$ cat config.mk
export PLATFORM = sky130hd
export DESIGN_NAME = sflash_serial_frontend
export DESIGN_NICKNAME = d
export VERILOG_FILES = /design/src/rtl/sfe_pkg.sv /design/src/rtl/sfe_pin_sync.sv /design/src/rtl/sfe_pause_ctrl.sv /design/src/rtl/sfe_rx_shift.sv /design/src/rtl/sfe_tx_shift.sv /design/src/rtl/sflash_serial_frontend.sv
export SDC_FILE = /design/constraint.sdc
export NUM_CORES = 1
export LEC_CHECK = 0
export BUFFER_PORTS_ARGS = -buffer_cell sky130_fd_sc_hd__buf_2
export CORE_ASPECT_RATIO = 0.8
export CORE_UTILIZATION = 53
export DETAILED_ROUTE_END_ITERATION = 16
export PLACE_DENSITY = 0.77
export SYNTH_ARGS = -nofsm -noshare
export SYNTH_HDL_FRONTEND = slang
export SYNTH_SLANG_ARGS = --single-unit
$ cat constraint.sdc
create_clock -name clk -period 1.6 [get_ports clk]
set_input_delay 0.16 -clock clk [delete_from_list [all_inputs] [get_ports clk]]
set_output_delay 0.16 -clock clk [all_outputs]
set_load 0.01 [all_outputs]
$ cat src/rtl/sfe_pkg.sv
// Shared constants and types for the serial front-end.
// Assumes the four pins are packed into one vector in the order given below.
package sfe_pkg;
    localparam int PIN_N     = 4;
    localparam int PIN_SEL   = 0;
    localparam int PIN_SCLK  = 1;
    localparam int PIN_SDI   = 2;
    localparam int PIN_PAUSE = 3;
    // idle levels: select high, clock low, data low, pause released
    localparam logic [PIN_N-1:0] PIN_IDLE = 4'b1001;

    // per-cycle transaction and serial clock events, already gated
    typedef struct packed {
        logic open;   // select went active
        logic close;  // select went inactive
        logic rise;   // accepted rising serial clock edge
        logic fall;   // accepted falling serial clock edge
    } sfe_evt_t;
endpackage

$ cat src/rtl/sfe_pin_sync.sv
// Multi-stage synchronizer for a vector of asynchronous pins.
// Assumes pins change slowly against clk; each bit is synchronized on its own.
module sfe_pin_sync #(
    parameter int WIDTH = 4,
    parameter int STAGES = 2,
    parameter logic [WIDTH-1:0] RST_VAL = '0
) (
    input  logic             clk,
    input  logic             rst_n,
    input  logic [WIDTH-1:0] pin_in,
    output logic [WIDTH-1:0] pin_lvl
);
    logic [STAGES-1:0][WIDTH-1:0] stage_q;

    generate
        if (STAGES == 1) begin : g_single
            // single stage register
            always_ff @(posedge clk) begin
                if (!rst_n) stage_q[0] <= RST_VAL;
                else        stage_q[0] <= pin_in;
            end
        end else begin : g_chain
            // shift the pins through the stage chain
            always_ff @(posedge clk) begin
                if (!rst_n) stage_q <= {STAGES{RST_VAL}};
                else        stage_q <= {stage_q[STAGES-2:0], pin_in};
            end
        end
    endgenerate

    assign pin_lvl = stage_q[STAGES-1];
endmodule

$ cat src/rtl/sfe_pause_ctrl.sv
// Pause state machine: enters and leaves the paused state only while the
// synchronized serial clock is low and the device is selected.
// Assumes inputs are already synchronized to clk.
module sfe_pause_ctrl (
    input  logic clk,
    input  logic rst_n,
    input  logic sel_act,
    input  logic sclk_lvl,
    input  logic pause_n_lvl,
    output logic paused
);
    // track pause state, gated on clock level
    always_ff @(posedge clk) begin
        if (!rst_n) begin
            paused <= 1'b0;
        end else if (!sel_act) begin
            paused <= 1'b0;
        end else if (!paused && !pause_n_lvl && !sclk_lvl) begin
            paused <= 1'b1;
        end else if (paused && pause_n_lvl && !sclk_lvl) begin
            paused <= 1'b0;
        end
    end


    // pause_entry_chk
    pause_entry_chk: assert property (@(posedge clk) disable iff (!rst_n)
        $rose(paused) |-> $past(!sclk_lvl && sel_act && !pause_n_lvl));


    // pause_exit_chk
    pause_exit_chk: assert property (@(posedge clk) disable iff (!rst_n)
        ($fell(paused) && $past(sel_act) && sel_act) |-> $past(pause_n_lvl && !sclk_lvl));
endmodule

$ cat src/rtl/sfe_rx_shift.sv
// Receive shifter: captures serial data on accepted rising edges, MSB first,
// and reports each completed byte with a one-cycle strobe.
// Assumes evt.rise is already gated by select and pause.
module sfe_rx_shift
    import sfe_pkg::*;
#(
    parameter int DATA_W = 8,
    localparam int CNT_W = (DATA_W > 1) ? $clog2(DATA_W) : 1
) (
    input  logic              clk,
    input  logic              rst_n,
    input  sfe_evt_t          evt,
    input  logic              paused,
    input  logic              sdi_lvl,
    output logic [CNT_W-1:0]  bit_cnt,
    output logic [DATA_W-1:0] rx_data,
    output logic              rx_valid,
    output logic              rx_first
);
    localparam logic [CNT_W-1:0] LAST = CNT_W'(DATA_W - 1);

    logic [DATA_W-1:0] shreg;
    logic              first_pend;

    // shift in bits, count them and publish completed bytes
    always_ff @(posedge clk) begin
        if (!rst_n) begin
            bit_cnt    <= '0;
            shreg      <= '0;
            rx_data    <= '0;
            rx_valid   <= 1'b0;
            rx_first   <= 1'b0;
            first_pend <= 1'b0;
        end else begin
            rx_valid <= 1'b0;
            if (evt.open || evt.close) begin
                bit_cnt    <= '0;
                shreg      <= '0;
                first_pend <= evt.open;
            end else if (evt.rise) begin
                shreg <= {shreg[DATA_W-2:0], sdi_lvl};
                if (bit_cnt == LAST) begin
                    bit_cnt    <= '0;
                    rx_valid   <= 1'b1;
                    rx_data    <= {shreg[DATA_W-2:0], sdi_lvl};
                    rx_first   <= first_pend;
                    first_pend <= 1'b0;
                end else begin
                    bit_cnt <= bit_cnt + 1'b1;
                end
            end
        end
    end


    // rx_pulse_chk
    rx_pulse_chk: assert property (@(posedge clk) disable iff (!rst_n)
        rx_valid |=> !rx_valid);


    // pause_hold_chk
    pause_hold_chk: assert property (@(posedge clk) disable iff (!rst_n)
        (paused && !evt.open && !evt.close) |=> $stable(bit_cnt));
endmodule

$ cat src/rtl/sfe_tx_shift.sv
// Transmit shifter: launches output bits on accepted falling edges, loading a
// new byte at the first falling edge after a byte boundary and requesting the
// next byte one falling edge earlier.
// Assumes the core holds tx_data valid from tx_req to the next falling edge.
module sfe_tx_shift
    import sfe_pkg::*;
#(
    parameter int DATA_W = 8,
    localparam int CNT_W = (DATA_W > 1) ? $clog2(DATA_W) : 1
) (
    input  logic              clk,
    input  logic              rst_n,
    input  sfe_evt_t          evt,
    input  logic [CNT_W-1:0]  bit_cnt,
    input  logic [DATA_W-1:0] tx_data,
    output logic              sdo,
    output logic              tx_req
);
    localparam logic [CNT_W-1:0] LAST = CNT_W'(DATA_W - 1);

    logic [DATA_W-1:0] out_sr;

    // launch bits on falling edges and raise the next-byte request
    always_ff @(posedge clk) begin
        if (!rst_n || evt.open) begin
            out_sr <= '0;
            sdo    <= 1'b0;
            tx_req <= 1'b0;
        end else begin
            tx_req <= 1'b0;
            if (evt.fall) begin
                if (bit_cnt == '0) begin
                    sdo    <= tx_data[DATA_W-1];
                    out_sr <= {tx_data[DATA_W-2:0], 1'b0};
                end else begin
                    sdo    <= out_sr[DATA_W-1];
                    out_sr <= {out_sr[DATA_W-2:0], 1'b0};
                end
                if (bit_cnt == LAST) tx_req <= 1'b1;
            end
        end
    end


    // tx_req_pulse_chk
    tx_req_pulse_chk: assert property (@(posedge clk) disable iff (!rst_n)
        tx_req |=> !tx_req);


    // sdo_on_fall_chk
    sdo_on_fall_chk: assert property (@(posedge clk) disable iff (!rst_n)
        (!$past(evt.fall) && !$past(evt.open)) |-> $stable(sdo));
endmodule

$ cat src/rtl/sflash_serial_frontend.sv
// Serial slave front-end of a memory device: synchronizes the pins, detects
// select and serial clock edges, gates them with the pause state, and
// connects receive and transmit shifters. Also drives the output enable,
// passes the busy flag through and reports standby readiness.
// Assumes clk runs at least four times faster than sclk.
module sflash_serial_frontend
    import sfe_pkg::*;
#(
    parameter int DATA_W = 8,
    parameter int SYNC_STAGES = 2
) (
    input  logic              clk,
    input  logic              rst_n,
    input  logic              sel_n,
    input  logic              sclk,
    input  logic              sdi,
    input  logic              pause_n,
    input  logic              core_busy,
    input  logic [DATA_W-1:0] tx_data,
    output logic              sdo,
    output logic              sdo_oe,
    output logic [DATA_W-1:0] rx_data,
    output logic              rx_valid,
    output logic              rx_first,
    output logic              tx_req,
    output logic              busy_out,
    output logic              standby
);
    localparam int CNT_W = (DATA_W > 1) ? $clog2(DATA_W) : 1;

    logic [PIN_N-1:0] pin_raw;
    logic [PIN_N-1:0] pin_lvl;
    logic             sel_prev;
    logic             sclk_prev;
    logic             sel_act;
    logic             paused;
    logic             live;
    sfe_evt_t         evt;
    logic [CNT_W-1:0] bit_cnt;

    assign pin_raw[PIN_SEL]   = sel_n;
    assign pin_raw[PIN_SCLK]  = sclk;
    assign pin_raw[PIN_SDI]   = sdi;
    assign pin_raw[PIN_PAUSE] = pause_n;

    sfe_pin_sync #(
        .WIDTH   (PIN_N),
        .STAGES  (SYNC_STAGES),
        .RST_VAL (PIN_IDLE)
    ) u_sync (
        .clk     (clk),
        .rst_n   (rst_n),
        .pin_in  (pin_raw),
        .pin_lvl (pin_lvl)
    );

    // remember previous select and clock levels for edge detection
    always_ff @(posedge clk) begin
        if (!rst_n) begin
            sel_prev  <= 1'b1;
            sclk_prev <= 1'b0;
        end else begin
            sel_prev  <= pin_lvl[PIN_SEL];
            sclk_prev <= pin_lvl[PIN_SCLK];
        end
    end

    // derive gated events from synchronized levels
    always_comb begin
        sel_act   = !pin_lvl[PIN_SEL];
        live      = sel_act && !paused;
        evt.open  = !pin_lvl[PIN_SEL] && sel_prev;
        evt.close = pin_lvl[PIN_SEL] && !sel_prev;
        evt.rise  = live && pin_lvl[PIN_SCLK] && !sclk_prev;
        evt.fall  = live && !pin_lvl[PIN_SCLK] && sclk_prev;
    end

    sfe_pause_ctrl u_pause (
        .clk         (clk),
        .rst_n       (rst_n),
        .sel_act     (sel_act),
        .sclk_lvl    (pin_lvl[PIN_SCLK]),
        .pause_n_lvl (pin_lvl[PIN_PAUSE]),
        .paused      (paused)
    );

    sfe_rx_shift #(.DATA_W(DATA_W)) u_rx (
        .clk      (clk),
        .rst_n    (rst_n),
        .evt      (evt),
        .paused   (paused),
        .sdi_lvl  (pin_lvl[PIN_SDI]),
        .bit_cnt  (bit_cnt),
        .rx_data  (rx_data),
        .rx_valid (rx_valid),
        .rx_first (rx_first)
    );

    sfe_tx_shift #(.DATA_W(DATA_W)) u_tx (
        .clk     (clk),
        .rst_n   (rst_n),
        .evt     (evt),
        .bit_cnt (bit_cnt),
        .tx_data (tx_data),
        .sdo     (sdo),
        .tx_req  (tx_req)
    );

    // output enable and standby readiness
    always_ff @(posedge clk) begin
        if (!rst_n) begin
            sdo_oe  <= 1'b0;
            standby <= 1'b0;
        end else begin
            sdo_oe  <= live;
            standby <= !sel_act && !core_busy;
        end
    end

    assign busy_out = core_busy;


    // desel_quiet_chk
    desel_quiet_chk: assert property (@(posedge clk) disable iff (!rst_n)
        !sel_act |=> (!sdo_oe && !rx_valid));


    // standby_idle_chk
    standby_idle_chk: assert property (@(posedge clk) disable iff (!rst_n)
        standby |-> !sdo_oe);
endmodule

# Yosys cells after proc, flatten, opt, wreduce, memory -nomap -nowiden
# Index checks and enable logic that the tools add are counted.
[word_totals]
ff_bits = 44
latchBits = 0
ramBits = 0
rom_bits = 0
input_bits = 15
wordCells = 63
mem_count = 0
[classes]
add_sub_neg = 1
mul = 0
div_mod_pow = 0
magnitude_cmp = 0
eq_ne = 1
shift = 0
muxes = 9
n_bitwise = 4
n_reduce_logical = 32
[ops]
columns = ["cell", "n"]
rows = [
  ["logical AND 1 bit", 12],
  ["zero test 1 bit", 8],
  ["two-way mux 8 bit", 1],
  ["two-way mux 1 bit", 7],
  ["nonzero test 2 bit", 3],
  ["OR reduction 2 bit", 3],
  ["NOT 1 bit", 4],
  ["adder 3 x 1 -> 3 bit (second input constant)", 1],
  ["== test 3 bit (second input constant)", 1],
  ["zero test 3 bit", 1],
  ["two-way mux 3 bit", 1],
  ["AND reduction 3 bit", 1],
  ["OR reduction 3 bit", 1],
  ["logical OR 1 bit", 2],
  ["AND reduction 2 bit", 1],
]

# Longest topological paths before layout
[logic_depth]
ltp_word = 6
mapped_depth = 6
depth_no_buf = 5

# Cells and area by module
# Synthesis repeated with hierarchy kept, for this count alone.
[unflattened]
hier_cells = 173
hier_area_um2 = 1674.1
[modules_own_cells]
columns = ["mod", "instances", "cells_each", "area_per_inst_um2"]
rows = [
  ["sfe_rx_shift", 1, 85, 844.6],
  ["sfe_tx_shift", 1, 49, 395.4],
  ["sfe_pin_sync", 1, 20, 240.2],
  ["sflash_serial_frontend", 1, 14, 151.4],
  ["sfe_pause_ctrl", 1, 5, 42.5],
]

# Worst setup path after synthesis
# OpenSTA, ideal clock, no wires.
[synth_path]
path_type = "reg2reg"
start = "register u_sync.stage_q (netlist bit u_sync.pin_lvl[0])"
end = "register u_rx.rx_valid"
arrival_time_ns = 1.267
required_ns = 1.485
path_slack_ns = 0.218
stages_incl_launch_ff = 6
n_path_buf = 1
synth_period_minus_slack_ns = 1.382
path_cell_list = "dfxtp_1 > inv_1 > ha_1 > and3_1 > buf_4 > and2_1"
[synth_via]
elab_chain_cells = 6
word_cells_on_any_way = 9
cone_classes = "1 x bitwise; 8 x reduce/logical"
[synth_lines]
columns = ["item", "line", "source"]
rows = [
  ["start: declaration", "sfe_pin_sync.sv:13", "logic [STAGES-1:0][WIDTH-1:0] stage_q;"],
  ["start signal: assignment", "sfe_pin_sync.sv:25", "if (!rst_n) stage_q <= {STAGES{RST_VAL}};"],
  ["start signal: assignment", "sfe_pin_sync.sv:26", "else stage_q <= {stage_q[STAGES-2:0], pin_in};"],
  ["zero test 1 bit", "sflash_serial_frontend.sv:70, sflash_serial_frontend.sv:72", ""],
  ["logical AND 1 bit", "sflash_serial_frontend.sv:71", "live = sel_act && !paused;"],
  ["logical AND 1 bit (2 in a row)", "sflash_serial_frontend.sv:74", "evt.rise = live && pin_lvl[PIN_SCLK] && !sclk_prev;"],
  ["NOT 1 bit (no source line)", "--", ""],
  ["OR reduction 3 bit (no source line) *", "--", ""],
  ["end signal: assignment", "sfe_rx_shift.sv:31", "rx_valid <= 1'b0;"],
  ["end signal: assignment", "sfe_rx_shift.sv:35", "rx_valid <= 1'b0;"],
  ["end signal: assignment", "sfe_rx_shift.sv:44", "rx_valid <= 1'b1;"],
  ["end: declaration", "sfe_rx_shift.sv:17", "output logic rx_valid,"],
]
# Mark *: on every way between the ends. The rest lies on a longest branch, timed or not.
# A chain may end at the register's enable or synchronous reset.

# Worst setup path after layout
[layout_path]
start = "register u_pause.paused"
end = "register u_rx.rx_data[2]"
[layout_via]
elab_chain_cells = 5
[layout_lines]
columns = ["item", "line", "source"]
rows = [
  ["start: declaration", "sfe_pause_ctrl.sv:10", "output logic paused"],
  ["start signal: assignment", "sfe_pause_ctrl.sv:15", "paused <= 1'b0;"],
  ["start signal: assignment", "sfe_pause_ctrl.sv:17", "paused <= 1'b0;"],
  ["start signal: assignment", "sfe_pause_ctrl.sv:19", "paused <= 1'b1;"],
  ["zero test 1 bit", "sflash_serial_frontend.sv:71", ""],
  ["logical AND 1 bit", "sflash_serial_frontend.sv:71", ""],
  ["logical AND 1 bit (2 in a row)", "sflash_serial_frontend.sv:74", ""],
  ["AND reduction 3 bit (no source line)", "--", ""],
  ["end signal: assignment", "sfe_rx_shift.sv:45", "rx_data <= {shreg[DATA_W-2:0], sdi_lvl};"],
  ["end: declaration", "sfe_rx_shift.sv:16", "output logic [DATA_W-1:0] rx_data,"],
]
# No other way between the ends.

==> flow_summary_export.csv <==
group,metric,value,unit
status,status,"finished clean",
clock_network,insertion_delay,0.29,ns
critical_path,crit_chain,"nor4b_1 > and3_1 > buf_12 > mux2i_1",
synth,synth_nets,191,
power_and_ir_drop,p_switching,408.5,uW
sta,setup_tns,0,ns
sta,rsz0062_at_grt,"false",
die,core-area,2850,sq um
place,placed_cell_area,1833,sq um
critical_path,critPathLaunchType,"flop",
sta,slew_violations,0,
clock_network,clockBufferDepth,2,
global_routing,grt_max_degree,23,
global_routing,antenna_found_initial,0,
drt,viasPerCell,5.161,
clock_network,cts_hold_buf,0,
synth,ys_seq_elements,43,
power_and_ir_drop,power,2.036,mW
die,ios,30,
sta,fmax,0.6722,GHz
finish,fin_area,1952,sq um
critical_path,end_kind,"flop",
power_and_ir_drop,swShare,20.07,%
finish,final_cell_mix,"dfxtp_1 (42), nand2_1 (38), buf_2 (29)",
critical_path,crit_path_max_incr_delay,0.43,ns
drt,wl_per_cell,12.20,microns
critical_path,reg2reg_slack,0.11,ns
clock_network,cts_made_buffers,5,
finish,drive_above_1_share,22.06,%
critical_path,timing.critical_path.to,"u_rx.rx_data[2]",
critical_path,path_max_fanout,10,
critical_path,arrival,1.70,ns
power_and_ir_drop,seqPwrFrac,53.7,%
place,dp_slack,0.1039,ns
run,drv_cap,0,
synth,ys_seq_area_share,52.68,%
critical_path,crit_slowest_cell,"nor4b_1",
power_and_ir_drop,power_density,1043,nW/um^2
die,die_area,3311,sq um
finish,layout_commonest_cell,"dfxtp_1",
clock_network,numClockSinks,43,
sta,setup_slack,0.1123,ns
synth,synth.avg_cell_area,9.500,sq um
die,die_h,51.67,microns
die,floorplan.initialDensity,57.33,%
finish,nets,222,
die,rows,17,
clock_network,clk_pin_slew_worst_paths,0.08,ns
critical_path,rr_startpoint,"u_pause.paused",
critical_path,rr_endpoint,"u_rx.rx_data[2]",
place,detailed_place_hpwl,2103,microns
finish,nFillCells,215,
place,io_buffer_count,29,
drt,drt_first_pass_iters,4,
clock_network,htree_levels,2,
power_and_ir_drop,ir_drop,659.4,uV
sta,hold_viol_final,0,
critical_path,critical_path_depth,4,
power_and_ir_drop,p_comb_share,4.1,%
critical_path,critPathTopFamily,"simple AND/OR/NAND/NOR gates",
drt,wl,2952,microns
synth,synth_warnings,0,
power_and_ir_drop,clkPwrFrac,42.2,%
finish,final_core_util,68.48,%
drt,drcViolationCount,0,
global_routing,track_usage,19.76,%
drt,drtIter0Drc,75,
synth,syn_inst,172,
finish,multi_input_area,706.9,sq um
sta,maxSlewHeadroom,71.59,%
synth,synth_cell_types,27,
clock_network,root_buffer,"clkbuf_8",
synth,synth_area,1634,sq um
die,fp.dieW,64.08,microns
critical_path,crit_type,"flop to flop",
hold_path,hp-class,"primary input to flop",
global_routing,grt_pass1_vias,1124,
critical_path,worst-path-buf-inv,1,
critical_path,crit_path_start,"u_pause.paused",
critical_path,reg2regPathDepth,4,
finish,ff_latch_area,862.1,sq um
sta,fin_worst_skew,0.006611,ns
global_routing,grt_pass1_wl,4926,microns
critical_path,critical_path_required,1.82,ns
power_and_ir_drop,p_int,1.627,mW
finish,diodes,0,
sta,worst_pin_slew,0.4262,ns
place,place.gp.congestion,0.7831,
finish,synthToLayoutAreaGrowth,19.45,%
drt,ant_nets,0,
sta,period_needed,1.488,ns
global_routing,gr-total-overflow,0,
clock_network,cts_tree,"yes",
sta,fin_crit_sh,92.98,%
sta,setup_violations,0,
drt,via_count,1249,
power_and_ir_drop,power.static_leakage,0.7763,nW
## cells by family (layout without fill, tap and decap cells)
group | Yosys count | count (layout) | share of synthesized area (%)
fa+ha+maj | 4 | 4 | 3.063
buf+inv | 15 | 47 | 4.057
mux | 16 | 16 | 9.801
flops | 43 | 43 | 52.68
compound gates | 20 | 20 | 7.274
simple gates | 74 | 74 | 23.13
## synthesized netlist by cell type
cell type	n	area share (%)
buf_2	1	0.31
nand4_1	2	0.77
nand2b_1	7	2.7
dfxtp_1	43	53
nand3b_1	1	0.46
or4b_1	1	0.61
nor4b_4	1	1.5
buf_4	2	0.92
mux2i_1	16	9.8
a31oi_1	1	0.38
a211oi_1	7	3.2
nor4b_1	1	0.54
inv_1	4	0.92
buf_1	1	0.23
nand3_1	1	0.31
and3_1	1	0.38
nor3b_1	1	0.46
clkbuf_2	1	0.31
and2_1	6	2.3
ha_1	4	3.1
nand4b_1	1	0.54
nand2_1	38	8.7
and4b_1	2	1.2
nor2_1	10	2.3
clkbuf_1	6	1.4
or3_1	1	0.38
a21oi_1	12	3.7
## flip-flops by register name, summed over array words and instances (netlist names)
| name | cells |
|---|---|
| u_rx.rx_valid | 1 |
| sel_prev | 1 |
| u_rx.rx_data | 8 |
| sdo_oe | 1 |
| u_rx.bit_cnt | 3 |
| standby | 1 |
| u_pause.paused | 1 |
| u_rx.rx_first | 1 |
| u_sync.pin_lvl | 4 |
| u_tx.tx_req | 1 |
| u_tx.sdo | 1 |
| u_tx.out_sr | 7 |
| u_rx.shreg | 7 |
| sclk_prev | 1 |
| u_rx.first_pend | 1 |
| u_sync.stage_q | 4 |
## layer usage
layer | wire length, microns | up-vias | GRT usage (%)
met3 | 126 | 4 | 5.921
met2 | 1403 | 28 | 32.09
met1 | 1384 | 579 | 25.10
met5 | 0 | - | 0
met4 | 36 | 0 | 6.818
li1 | - | 638 | -
## power by group through the flow
stage | logic [mW] | clock network (mW) | registers, mW
after floorplan | 0.0509 | 0 | 1.12
after global placement | 0.0793 | 0 | 1.12
after detailed placement | 0.0825 | 0 | 1.12
after CTS | 0.0829 | 0.869 | 1.09
after global routing | 0.0924 | 0.918 | 1.10
final | 0.0825 | 0.859 | 1.09
## what timing repair did
item,4_1_cts,5_1_grt
buffers inserted,0,0
endpoints found under the setup margin,0,1
endpoints found under the hold margin,0,0
resized for setup,0,1
## final cells by class
class | instances | share of cell area, %
multi-input combinational | 114 | 36.22
clock inverter | 2 | 1.795
timing repair buffer | 35 | 10.38
tap | 38 | 2.436
inverter | 4 | 0.7692
sequential | 43 | 44.17
clock buffer | 6 | 4.231
## worst min path at each step
stage / startpoint / endpoint / slack (ns) / depth (start not counted)
final: core_busy / standby / 0.05 / 2
after global routing: core_busy / standby / 0.03 / 2
after detailed placement: sel_n / u_sync.stage_q[0] / 0.35 / 2
after CTS: core_busy / standby / 0.04 / 2
after floorplan: core_busy / standby / 0.24 / 1
after global placement: pause_n / u_sync.stage_q[3] / 0.34 / 2
## through the flow
stage	hold slack, ns	instances
global route	0.03098	242
floorplan	0.2358	172
global placement	0.3425	234
finish	0.04674	242
detailed placement	0.3453	234
CTS	0.04082	242
## worst register-to-register path, delay by kind of cell (launching register included)
kind	cells	cell delay [ns]
buf+inv	1	0.15
flops	1	0.36
mux	1	0.20
simple gates	2	0.70
Power figures use the tool's default switching activity.
